## src/rtl/pdc_pkg.sv

```systemverilog
package pdc_pkg;

    typedef enum logic [1:0] {
        PS_RUN   = 2'd0,
        PS_STBY  = 2'd1,
        PS_PDOWN = 2'd2,
        PS_WAKE  = 2'd3
    } pstate_t;

    localparam logic [1:0] REQ_NONE  = 2'd0;
    localparam logic [1:0] REQ_STBY  = 2'd1;
    localparam logic [1:0] REQ_PDOWN = 2'd2;
    localparam logic [1:0] REQ_RSVD  = 2'd3;

endpackage

```

## src/rtl/pdc_tick_sync.sv

```systemverilog
module pdc_tick_sync #(
    parameter int STAGES = 2
) (
    input  logic clk,
    input  logic rst_n,
    input  logic slow_clk,
    output logic tick
);
    // STAGES synchroniser flops followed by one history flop for edge detection
    localparam int SW = STAGES + 1;

    logic [SW-1:0] sh;

    always_ff @(posedge clk or negedge rst_n) begin
        if (!rst_n) sh <= '0;
        else        sh <= {sh[SW-2:0], slow_clk};
    end

    assign tick = sh[STAGES-1] & ~sh[STAGES];

endmodule

```

## src/rtl/pdc_alarm.sv

```systemverilog
module pdc_alarm #(
    parameter int DELAY_W = 16
) (
    input  logic               clk,
    input  logic               rst_n,
    input  logic               load,
    input  logic [DELAY_W-1:0] load_val,
    input  logic               run,
    input  logic               tick,
    output logic               expire
);
    localparam logic [DELAY_W-1:0] ONE = DELAY_W'(1);

    logic [DELAY_W-1:0] cnt;
    logic               last;

    // remaining count of 0 or 1 means this tick is the final one
    assign last   = (cnt <= ONE);
    assign expire = run & tick & last;

    always_ff @(posedge clk or negedge rst_n) begin
        if (!rst_n)                 cnt <= '0;
        else if (load)              cnt <= load_val;
        else if (run && tick && !last) cnt <= cnt - ONE;
    end

endmodule

```

## src/rtl/pdc_settle.sv

```systemverilog
module pdc_settle #(
    parameter int SETTLE = 64
) (
    input  logic clk,
    input  logic rst_n,
    input  logic run,
    input  logic tick,
    output logic done
);
    localparam int CW = (SETTLE > 1) ? $clog2(SETTLE) : 1;
    localparam logic [CW-1:0] LAST = CW'(SETTLE - 1);

    logic [CW-1:0] cnt;

    assign done = run & tick & (cnt == LAST);

    always_ff @(posedge clk or negedge rst_n) begin
        if (!rst_n)    cnt <= '0;
        else if (!run) cnt <= '0;
        else if (tick) cnt <= cnt + CW'(1);
    end

endmodule

```

## src/rtl/pdc_fsm.sv

```systemverilog
module pdc_fsm
    import pdc_pkg::*;
(
    input  logic       clk,
    input  logic       rst_n,
    input  logic       wr_en,
    input  logic [1:0] req,
    input  logic       irq,
    input  logic       alarm_exp,
    input  logic       settle_done,
    output logic       pd_accept,
    output logic       in_pdown,
    output logic       in_wake,
    output logic       clk_en,
    output logic       osc_en,
    output logic       cpu_idle,
    output logic [1:0] state_rd
);
    pstate_t state, nxt;

    // a power-down write is taken only in RUN with no interrupt pending
    assign pd_accept = (state == PS_RUN) && wr_en && (req == REQ_PDOWN) && !irq;

    always_comb begin
        nxt = state;
        unique case (state)
            PS_RUN: begin
                if (wr_en && req == REQ_STBY) nxt = PS_STBY;   // RUN_TO_STBY
                else if (pd_accept)           nxt = PS_PDOWN;  // RUN_TO_PDOWN
            end
            PS_STBY:  if (irq)         nxt = PS_RUN;           // STBY_TO_RUN
            PS_PDOWN: if (alarm_exp)   nxt = PS_WAKE;          // PDOWN_TO_WAKE
            PS_WAKE:  if (settle_done) nxt = PS_RUN;           // WAKE_TO_RUN
            default:                   nxt = PS_RUN;
        endcase
    end

    always_ff @(posedge clk or negedge rst_n) begin
        if (!rst_n) state <= PS_RUN;
        else        state <= nxt;
    end

    always_comb begin
        clk_en   = 1'b0;
        osc_en   = 1'b1;
        cpu_idle = 1'b1;
        in_pdown = 1'b0;
        in_wake  = 1'b0;
        unique case (state)
            PS_RUN: begin
                clk_en   = 1'b1;
                cpu_idle = 1'b0;
            end
            PS_STBY:  clk_en = 1'b1;
            PS_PDOWN: begin
                osc_en   = 1'b0;
                in_pdown = 1'b1;
            end
            PS_WAKE:  in_wake = 1'b1;
            default:  clk_en = 1'b0;
        endcase
        state_rd = state;
    end

endmodule

```

## src/rtl/power_down_ctrl.sv

```systemverilog
module power_down_ctrl #(
    parameter int DELAY_W     = 16,
    parameter int SETTLE      = 64,
    parameter int SYNC_STAGES = 2
) (
    input  logic               clk,
    input  logic               rst_n,
    input  logic               slow_clk,
    input  logic               wr_en,
    input  logic [DELAY_W+1:0] wr_data,
    input  logic               irq,
    output logic               clk_en,
    output logic               osc_en,
    output logic               cpu_idle,
    output logic [1:0]         state_rd
);
    logic tick, pd_accept, in_pdown, in_wake, alarm_exp, settle_done;

    pdc_tick_sync #(.STAGES(SYNC_STAGES)) u_sync (
        .clk(clk), .rst_n(rst_n), .slow_clk(slow_clk), .tick(tick)
    );

    pdc_alarm #(.DELAY_W(DELAY_W)) u_alarm (
        .clk(clk), .rst_n(rst_n), .load(pd_accept),
        .load_val(wr_data[DELAY_W+1:2]), .run(in_pdown), .tick(tick),
        .expire(alarm_exp)
    );

    pdc_settle #(.SETTLE(SETTLE)) u_settle (
        .clk(clk), .rst_n(rst_n), .run(in_wake), .tick(tick), .done(settle_done)
    );

    pdc_fsm u_fsm (
        .clk(clk), .rst_n(rst_n), .wr_en(wr_en), .req(wr_data[1:0]), .irq(irq),
        .alarm_exp(alarm_exp), .settle_done(settle_done), .pd_accept(pd_accept),
        .in_pdown(in_pdown), .in_wake(in_wake), .clk_en(clk_en), .osc_en(osc_en),
        .cpu_idle(cpu_idle), .state_rd(state_rd)
    );

endmodule

```

## config.mk

```make
export PLATFORM = sky130hd
export DESIGN_NAME = power_down_ctrl
export DESIGN_NICKNAME = d
export VERILOG_FILES = /design/src/rtl/pdc_pkg.sv /design/src/rtl/pdc_tick_sync.sv /design/src/rtl/pdc_alarm.sv /design/src/rtl/pdc_settle.sv /design/src/rtl/pdc_fsm.sv /design/src/rtl/power_down_ctrl.sv
export SDC_FILE = /design/constraint.sdc
export NUM_CORES = 1
export LEC_CHECK = 0
export BUFFER_PORTS_ARGS = -buffer_cell sky130_fd_sc_hd__buf_4
export CAP_MARGIN = 10
export CORE_ASPECT_RATIO = 0.7
export CORE_MARGIN = 4
export CORE_UTILIZATION = 45
export CTS_CLUSTER_DIAMETER = 60
export CTS_CLUSTER_SIZE = 12
export DETAILED_ROUTE_END_ITERATION = 10
export HOLD_SLACK_MARGIN = 0.06
export PLACE_DENSITY = 0.67
export SLEW_MARGIN = 20
export SYNTH_ARGS = -nofsm -noshare
export SYNTH_HDL_FRONTEND = slang
export SYNTH_SLANG_ARGS = --single-unit
```

## constraint.sdc

```tcl
create_clock -name clk -period 4 [get_ports clk]
set_input_delay 0.8 -clock clk [delete_from_list [all_inputs] [get_ports clk]]
set_output_delay 0.8 -clock clk [all_outputs]
set_load 0.01 [all_outputs]
```

==> results by group, run 1 <==
Floorplan
  • Die X: 76.81 um
  • Die Area: 0.004314 mm^2
  • Row count: 17
  • Die Y: 56.17 um
  • Num ports: 28
  • Initial core utilization: 47.06%
  • Core Box Area: 0.003169 mm^2

Drt
  • DRC: 0
  • Post-DRT Antenna Nets: 0
  • Wire length per cell: 14.86 um
  • Drt pass-1 iters: 4
  • Vias: 1269
  • Final wirelength: 3329 um
  • Vias per cell: 5.665
  • Drt initial violations: 153

Timing
  • Layout Skew: 2.129 ps
  • Slew @ Worst Pin: 926.6 ps
  • Slew HR: 37.71%
  • Final hold vios: 0
  • Hold Slack: 355.4 ps
  • Tcrit/Tclk final: 61.16%
  • TNS Setup: 0 ps
  • Unrepaired setup endpoints after global routing: no
  • Fmax: 408.8 MHz
  • Setup violators final: 0
  • Post-layout min period: 2446 ps
  • Max-slew violation count: 0

Worst hold path
  • Hold_sp: u_sync.sh[0]
  • Hold path endpoint: u_sync.sh[1]
  • HP Class: reg -> reg
  • Hold Path Depth: 0

GRT
  • Initial antenna violation count: 0
  • GRT overflow: 0
  • Total Routing Usage GR: 16.50%
  • Vias in the first global route: 1242
  • First-pass GRT wire length: 5802 um
  • Largest net degree at the start of global routing: 28

Flow run
  • Max-cap violation count: 0

Setup path
  • Crit path required time: 4160 ps
  • Worst Path Max Fanout: 23
  • CP Class: in -> reg
  • Reg2reg setup slack: 1570 ps
  • Worst Setup End Kind: register
  • Worst Reg-to-Reg Cells: 7
  • CP Data Arrival Time: 2610 ps
  • Worst r2r dst: u_alarm.cnt[0]
  • R2R Path Start: u_alarm.cnt[1]
  • Crit start category: input pin

Yosys
  • Distinct cells, synth: 44
  • Synthesized area: 0.001491 mm^2
  • Post-synthesis sequential area ratio: 45.30%
  • Asr flop ratio synth: 100.0%
  • Mean Syn Cell Area: 9.321 um^2
  • Main synth FF type: dfrtp_1
  • Number of enable flip-flop cells after synthesis: 0
  • Post-synthesis register bit count: 27
  • Mapped Cells: 160
  • Ys Warns: 0
  • Syn Nets: 186

Final layout
  • NumNets Final: 213
  • Layout cells sized above 1: 22.04%
  • Area grow syn2layout: 18.62%
  • # diodes: 0
  • Most frequent cells in the layout: buf_4, dfrtp_1, nand2_1
  • Final Non-Filler Cells: 224
  • Post-layout util: 55.82%

Clocking
  • Clock sinks: 27
  • Htree depth: 1
  • Clock Latency Late Sink: 270 ps
  • Num CTS Buffers: 3
  • CTS tree: built
  • Clock transition at the registers of the reported paths: 90 ps
  • Postcts setup bufs: 0
  • CTS Hold Buffers Added: 0
  • Post-cts resize count: 0
  • Clock Tree Root: clkbuf_8
  • CTS max path bufs: 2

Place
  • Cell count after placement: 220
  • Port-buffer cells: 27
  • HPWL after detailed placement: 2473 um
  • Gpl congestion: 0.7569

Power
  • LEAKAGE: 0.6758 nW
  • Maximum vdd drop: 0.1965 mV
  • Cell Pwr Density: 414.5 mW/mm^2

Outcome
  • Status: complete, no violations
## flip-flops by register name, summed over array words and instances (netlist names)
signal	count
u_fsm.state_rd	2
u_sync.sh	3
u_settle.cnt	6
u_alarm.cnt	16
## worst max path at each step
stage                        start        endpoint  cells after the start
floorplan               wr_data[0]  u_alarm.cnt[6]                      7
global placement        wr_data[0]  u_alarm.cnt[6]                      6
detailed placement      wr_data[0]  u_alarm.cnt[6]                      6
CTS                     wr_data[0]  u_alarm.cnt[6]                      6
global route        u_alarm.cnt[0]  u_alarm.cnt[0]                      7
finish                  wr_data[0]  u_alarm.cnt[6]                      6
## per-stage QoR
stage / setup WS [ps] / power, mW / cell area (um^2)
floorplan: 1806 / 0.4915 / 1491
global placement: 1426 / 0.5734 / 1723
detailed placement: 1293 / 0.5855 / 1723
CTS: 1574 / 0.7402 / 1769
global route: 1266 / 0.7894 / 1769
finish: 1554 / 0.7333 / 1769
## synth_stat cells, drive strengths merged, types with 2 or more instances
cell type	instances	area, um^2
dfrtp	27	675.7
nand2	19	71.32
nor2	17	66.32
o21ai	17	85.08
inv	8	30.03
xnor2	8	70.07
a31oi	5	31.28
clkbuf	5	18.77
nand3	5	25.02
or3	5	36.28
nand4	4	25.02
a2111oi	3	45.04
ha	3	37.54
nor3	3	15.01
xor2	3	26.28
a211oi	2	15.01
a21oi	2	10.01
or4	2	18.77
## where the power goes
group          total (mW)  internal, mW  switching, mW
clock network       0.154        0.0698         0.0838
logic               0.208         0.101          0.107
registers           0.371         0.316         0.0555
total               0.733         0.487          0.247
## cell type report
| class | instances | area [um^2] |
|---|---|---|
| clock buffers | 3 | 41.29 |
| clock inverters | 1 | 5.005 |
| fillers | 284 | 1400 |
| inverters | 8 | 30.03 |
| multi-input cells | 120 | 767.0 |
| flip-flops and latches | 27 | 675.6 |
| well taps | 38 | 47.55 |
| repair buffers | 27 | 202.7 |
## critical path: stages
cell      delay (ps)
buf_4            110
nor4bb_1         450
and2_1           700
nor2_1           160
a221oi_1         280
nand2_1           90
## cell families after synthesis
group,synth area share (%)
buffers and inverters,3.272
xor gates and xnor gates,6.460
AOI/OAI and AO/OA,18.29
adders and majority gates,2.517
DFF,45.30
and+or+nand+nor,23.49
muxes,0.6712
## layer usage
layer	up-vias	global-route usage [%]	share of wire, %	routed length, um
li1	634	-	-	-
met2	47	23.08	42	1384
met5	-	0	0	0
met4	0	3.618	0.78	26
met3	4	5.987	7.6	252
met1	584	24.04	50	1666
Note: power is estimated with default switching activity, not from simulation.
==> run 2: changes to the inputs <==
Settings changed: ABC_AREA from default to 1, PLACE_DENSITY 0.67 to 0.68.
Clock period 4 ns to 2.1 ns, I/O delays scaled along.
==> results by group, run 2 <==
Floorplan
  • Num ports: 28 (unchanged)
  • Initial core utilization: 47.99% (+0.93 points)
  • Die Y: 62.93 um (+12%)
  • Row count: 19 (+2)
  • Core Box Area: 0.004041 mm^2 (+28%)
  • Die X: 86.47 um (+13%)
  • Die Area: 0.005441 mm^2 (+26%)

GRT
  • Largest net degree at the start of global routing: 28 (unchanged)
  • GRT overflow: 0 (unchanged)
  • First-pass GRT wire length: 7320 um (+26%)
  • Total Routing Usage GR: 16.58% (+0.076 points)
  • Initial antenna violation count: 0 (unchanged)
  • Vias in the first global route: 1601 (+29%)

Setup path
  • CP dominant cell by count: nand2_4
  • Worst Setup End Kind: register
  • Origin of the worst setup path: u_alarm.cnt[0]
  • Worst Reg-to-Reg Cells: 9 (+2)
  • Crit path required time: 2270 ps (-1890 ps)
  • Worst path cell trace: inv_1, ha_1, nor2_1, nor2_2, nand2_2, nand2_4, nand2_4, nand2_1, o21ai_2
  • Last element of the critical path: u_alarm.cnt[5]
  • Crit path max-delay cell type: dfrtp_1
  • Reg2reg setup slack: 340 ps (-1230 ps)
  • CP Data Arrival Time: 1930 ps (-680 ps)
  • Crit start category: register
  • Worst Path Max Fanout: 23 (unchanged)
  • R2R Path Start: u_alarm.cnt[0]
  • Worst r2r dst: u_alarm.cnt[5]
  • CP peak stage delay: 400 ps (-300 ps)
  • CP Class: reg -> reg

Worst hold path
  • Hold Path Depth: 1 (+1)
  • HP Class: in -> reg

Clocking
  • Num CTS Buffers: 3 (unchanged)
  • Clock sinks: 27 (unchanged)
  • CTS tree: built
  • Clock Latency Late Sink: 280 ps (about the same)
  • Postcts setup bufs: 0 (unchanged)
  • Post-cts resize count: 0 (unchanged)
  • Clock Tree Root: clkbuf_8
  • Clock transition at the registers of the reported paths: 100 ps (about the same)
  • CTS max path bufs: 2 (unchanged)
  • Htree depth: 1 (unchanged)

Yosys
  • Most frequent cell after synthesis: nand2_1
  • Post-synthesis sequential area ratio: 34.84% (-10 points)
  • Main synth FF type: dfrtp_1
  • Ys Warns: 0 (unchanged)
  • Mapped Cells: 276 (+73%)
  • Number of enable flip-flop cells after synthesis: 0 (unchanged)
  • Post-synth top area share: 34.84% (-10 points)
  • Asr flop ratio synth: 100.0% (unchanged)
  • Mean Syn Cell Area: 7.027 um^2 (-25%)
  • Synth cell count leaders: nand2_1, inv_1, nand3_1, nor2_1, dfrtp_1
  • Yosys top cell by area: dfrtp_1
  • Post-synthesis register bit count: 27 (unchanged)
  • Distinct cells, synth: 30 (-32%)
  • Synthesized area: 0.001939 mm^2 (+30%)
  • Syn Nets: 302 (+62%)
  • Synth top area cells: dfrtp_1, nand2_1, nand3_1, inv_1, nor2_1

Drt
  • Drt initial violations: 104 (-32%)
  • Vias per cell: 4.843 (-15%)
  • Post-DRT Antenna Nets: 0 (unchanged)
  • Wire length per cell: 11.61 um (-22%)
  • DRC: 0 (unchanged)
  • Drt pass-1 iters: 4 (unchanged)
  • Vias: 1729 (+36%)
  • Final wirelength: 4144 um (+24%)

Final layout
  • Largest regs: u_alarm.cnt x16, u_settle.cnt x6, u_sync.sh x3
  • Most common cell after layout, fill and taps aside: nand2_1
  • Register Area: 675.6 um^2 (unchanged)
  • Multi-input gate area: 0.001089 mm^2 (+42%)
  • Max reg flops: 16 (unchanged)
  • Filler Cells Inserted: 393 (+38%)
  • # diodes: 0 (unchanged)
  • Most frequent cells in the layout: nand2_1, inv_1, nor2_1, nand3_1, buf_4
  • Layout cells sized above 1: 22.62% (+0.58 points)
  • Area grow syn2layout: 15.42%
  • NumNets Final: 332 (+56%)
  • Post-layout util: 55.39% (-0.44 points)
  • Largest reg by FF count: u_alarm.cnt

Timing
  • Hold Slack: 240.4 ps (-115.0 ps)
  • TNS Setup: 0 ps (unchanged)
  • Final hold vios: 0 (unchanged)
  • Max-slew violation count: 0 (unchanged)
  • Unrepaired setup endpoints after global routing: no
  • Tcrit/Tclk final: 84.00%
  • Post-layout min period: 1764 ps
  • Setup violators final: 0 (unchanged)
  • Slew HR: 74.55% (+37 points)
  • Layout Skew: 3.911 ps (+1.782 ps)
  • Fmax: 566.9 MHz
  • Slew @ Worst Pin: 380.3 ps (-546.3 ps)

Outcome
  • Status: complete, no violations

Power
  • Maximum vdd drop: 0.5249 mV (+170%)
  • LEAKAGE: 1.133 nW (+68%)
  • Cell Pwr Density: 1085 mW/mm^2 (+160%)

Flow run
  • Max-cap violation count: 0 (unchanged)

Place
  • Gpl congestion: 0.8700 (+15%)
  • Port-buffer cells: 27 (unchanged)
  • HPWL after detailed placement: 3151 um (+27%)
-- run 2: cell types whose count changed after synthesis, sizes merged, moves of 5 or more --
cell	previous run	this run
clkbuf	5	0
xnor2	8	1
nand2	19	87
inv	8	36
buf	0	5
nor2	17	39
or2	1	9
nand3	5	39
or3	5	0
-- run 2: per-stage QoR --
| stage | instance area (um^2) | total power [mW] | worst slack [ps] | instances |
|---|---|---|---|---|
| 2_1_floorplan | 1939 | 1.818 | 648.6 | 276 |
| 3_3_place_gp | 2182 | 2.125 | 374.1 | 352 |
| 3_5_place_dp | 2182 | 2.129 | 357.7 | 352 |
| 4_1_cts | 2238 | 2.447 | 338.2 | 357 |
| 5_1_grt | 2238 | 2.692 | 138.2 | 357 |
| 6_report | 2238 | 2.430 | 336.0 | 357 |
-- run 2: power breakdown --
part | switching (mW) | internal (mW) | total (mW)
Combinational | 0.776 | 0.487 | 1.26
Clock | 0.171 | 0.133 | 0.305
Sequential | 0.195 | 0.667 | 0.862
Total | 1.14 | 1.29 | 2.43
-- run 2: cell families after synthesis --
kind of cell,share of synthesized area [%]
AND/OR/NAND/NOR,45.68
buffers and inverters,9.032
flip-flops,34.84
AO/OA/AOI/OAI,7.613
adder cells (fa/ha/maj),1.936
XOR/XNOR,0.9034
-- run 2: critical path, delay by kind of cell, from the launching register on --
family                     cells  cell delay (ps)
buffers and inverters          1              140
DFF                            1              400
adders and majority gates      1              230
and+or+nand+nor                6              830
AOI/OAI and AO/OA              1               60
-- run 2: worst min path at each step --
stage | startpoint | end | slack, ps
after floorplan | rst_n | u_alarm.cnt[0] | 120
after global placement | u_sync.sh[0] | u_sync.sh[1] | 330
after detailed placement | u_sync.sh[0] | u_sync.sh[1] | 340
after CTS | slow_clk | u_sync.sh[0] | 230
after global routing | slow_clk | u_sync.sh[0] | 230
final | slow_clk | u_sync.sh[0] | 240
-- run 2: area by class of cell --
cell class	count	area share, %
inverters	36	6.037
clock inverters	1	0.2236
well taps	52	2.907
clock buffers	3	1.845
repair buffers	30	10.17
flip-flops and latches	27	30.18
multi-input cells	208	48.63
-- run 2: per-layer routing --
layer / vias up / track usage [%] / routed length (um)
met5: - / 0 / 0
met4: 0 / 2.335 / 19
met3: 2 / 3.557 / 249
met2: 39 / 23.85 / 1653
met1: 765 / 25.74 / 2222
li1: 923 / - / -
-- run 2: what timing repair did --
item                                    CTS  global route
hold endpoints to repair                 15             0
endpoints found under the setup margin    0             0
hold buffers                              1             0
==> run 3: changes to the inputs <==
Settings changed: PLACE_DENSITY 0.68 to 0.65.
Clock period 2.1 ns to 1.7 ns, I/O delays scaled along.
==> results by group, run 3 (synthesis gave the netlist of run 2 again) <==
Place
  • Port-buffer cells: 27 (unchanged)
  • HPWL after detailed placement: 3220 um (+2.2%)
  • Gpl congestion: 0.8094 (-7.0%)
  • Dpl cell area: 0.002220 mm^2 (+1.7%)

GRT
  • GRT overflow: 0 (unchanged)
  • Initial antenna violation count: 0 (unchanged)
  • Vias in the first global route: 1667 (+4.1%)
  • Largest net degree at the start of global routing: 28 (unchanged)
  • Total Routing Usage GR: 16.77% (+0.19 points)
  • First-pass GRT wire length: 7514 um (+2.7%)

Drt
  • Vias: 1753 (+1.4%)
  • Final wirelength: 4143 um (about the same)
  • Drt pass-1 iters: 4 (unchanged)
  • Vias per cell: 4.843 (about the same)
  • Drt initial violations: 102 (-1.9%)
  • Wire length per cell: 11.44 um (-1.4%)
  • Post-DRT Antenna Nets: 0 (unchanged)
  • DRC: 0 (unchanged)

Timing
  • Hold Slack: 169.7 ps (-70.75 ps)
  • Final hold vios: 0 (unchanged)
  • Slew HR: 74.93% (+0.38 points)
  • Max-slew violation count: 0 (unchanged)
  • Tcrit/Tclk final: 91.18% (+7.2 points)
  • TNS Setup: 0 ps (unchanged)
  • Setup violators final: 0 (unchanged)
  • Post-layout min period: 1550 ps (-214.0 ps)
  • Unrepaired setup endpoints after global routing: no
  • Slew @ Worst Pin: 376.1 ps (-4.275 ps)
  • Layout Skew: 5.237 ps (+1.326 ps)
  • Fmax: 645.2 MHz (+14%)

Clocking
  • Num CTS Buffers: 3 (unchanged)
  • Clock sinks: 27 (unchanged)
  • CTS tree: built
  • Htree depth: 1 (unchanged)
  • Clock Latency Late Sink: 270 ps (about the same)
  • Postcts setup bufs: 0 (unchanged)
  • Clock Tree Root: clkbuf_8
  • Clock transition at the registers of the reported paths: 90 ps (about the same)
  • CTS max path bufs: 2 (unchanged)

Floorplan
  • Row count: 19 (unchanged)
  • Die Y: 62.93 um (unchanged)
  • Num ports: 28 (unchanged)
  • Core Box Area: 0.004041 mm^2 (unchanged)
  • Die Area: 0.005441 mm^2 (unchanged)
  • Die X: 86.47 um (unchanged)
  • Initial core utilization: 47.99% (unchanged)

Setup path
  • Crit start category: register
  • CP Data Arrival Time: 1710 ps (-220 ps)
  • Crit path required time: 1860 ps (-410 ps)
  • Worst Reg-to-Reg Cells: 9 (unchanged)
  • CP Class: reg -> reg
  • Reg2reg setup slack: 150 ps (-190 ps)
  • CP peak stage delay: 390 ps (about the same)
  • Crit path max-delay cell type: dfrtp_1
  • Worst Path Max Fanout: 23 (unchanged)
  • Worst Setup End Kind: register
  • Worst path cell trace: inv_1, ha_2, nor2_1, nor2_2, nand2_2, nand2_4, nand2_8, nand2_1, o21ai_2

Final layout
  • Max reg flops: 16 (unchanged)
  • Largest reg by FF count: u_alarm.cnt
  • Layout cells sized above 1: 25.48% (+2.9 points)
  • Filler Cells Inserted: 409 (+4.1%)
  • Most frequent cells in the layout: nand2_1, inv_1, buf_4
  • # diodes: 0 (unchanged)
  • NumNets Final: 337 (+1.5%)
  • Area grow syn2layout: 18.52%
  • Largest regs: u_alarm.cnt x16, u_settle.cnt x6, u_sync.sh x3
  • Most common cell after layout, fill and taps aside: nand2_1
  • Final instance area: 0.002298 mm^2 (+2.7%)

Worst hold path
  • Hold Path Depth: 1 (unchanged)
  • HP Class: in -> reg

Power
  • Power, Total: 3.066 mW (+26%)
  • Maximum vdd drop: 0.7318 mV (+39%)
  • Cell Pwr Density: 1334 mW/mm^2 (+23%)
  • LEAKAGE: 1.142 nW (+0.83%)

Outcome
  • Status: complete, no violations

Flow run
  • Max-cap violation count: 0 (unchanged)
==> run 3: critical path: cells and delay by family (launching register included) <==
family,cells,cell delay [ps]
AO/OA/AOI/OAI,1,50
AND/OR/NAND/NOR,6,630
buffers and inverters,1,130
adder cells (fa/ha/maj),1,220
flip-flops,1,390
==> run 3: report_power, final <==
part           internal (mW)  leakage (nW)  switching [mW]  total [mW]
Clock                  0.168        0.0228           0.202       0.370
Combinational          0.653         0.775           0.998        1.65
Sequential             0.827         0.345           0.218        1.04
Total                   1.65          1.14            1.42        3.07
==> run 3: area by class of cell <==
type                            instances  area, um^2  area share [%]
Timing Repair Buffer                   35       265.3           11.54
Tap cell                               52       65.06           2.831
Inverter                               36       138.9           6.042
Sequential cell                        27       676.9           29.45
Clock buffer                            4       45.04           1.960
Multi-Input combinational cell        208        1107           48.18
==> run 3: stage by stage <==
stage / cells / setup WS (ps) / utilization (%)
after floorplan: 276 / 248.6 / -
after global placement: 357 / 125.5 / 54.92
after detailed placement: 357 / 62.98 / 54.92
after CTS: 362 / 50.54 / 56.28
after global routing: 362 / 8.743 / 56.87
final: 362 / 150.0 / 56.87
==> run 3: timing repair <==
item	CTS	global route
setup endpoints to repair	0	16
hold buffers	1	0
gates resized for setup	0	8
hold endpoints to repair	27	0
==> run 3: routing by layer <==
layer	global-route usage [%]	vias to the layer above	part of all wire [%]
met5	0	-	0
met4	1.751	0	0.46
met3	3.953	2	6.0
met2	24.05	36	39
met1	26.10	782	55
li1	-	933	-
==> run 3: worst paths after layout <==
kind,start,end
max in group asynchronous,rst_n,u_fsm.state_rd[0]
hold reg to reg,u_sync.sh[0],u_sync.sh[1]
setup reg to reg,u_alarm.cnt[0],u_alarm.cnt[4]
min in group asynchronous,rst_n,u_settle.cnt[5]
setup / recovery,u_alarm.cnt[0],u_alarm.cnt[4]
hold / removal,slow_clk,u_sync.sh[0]
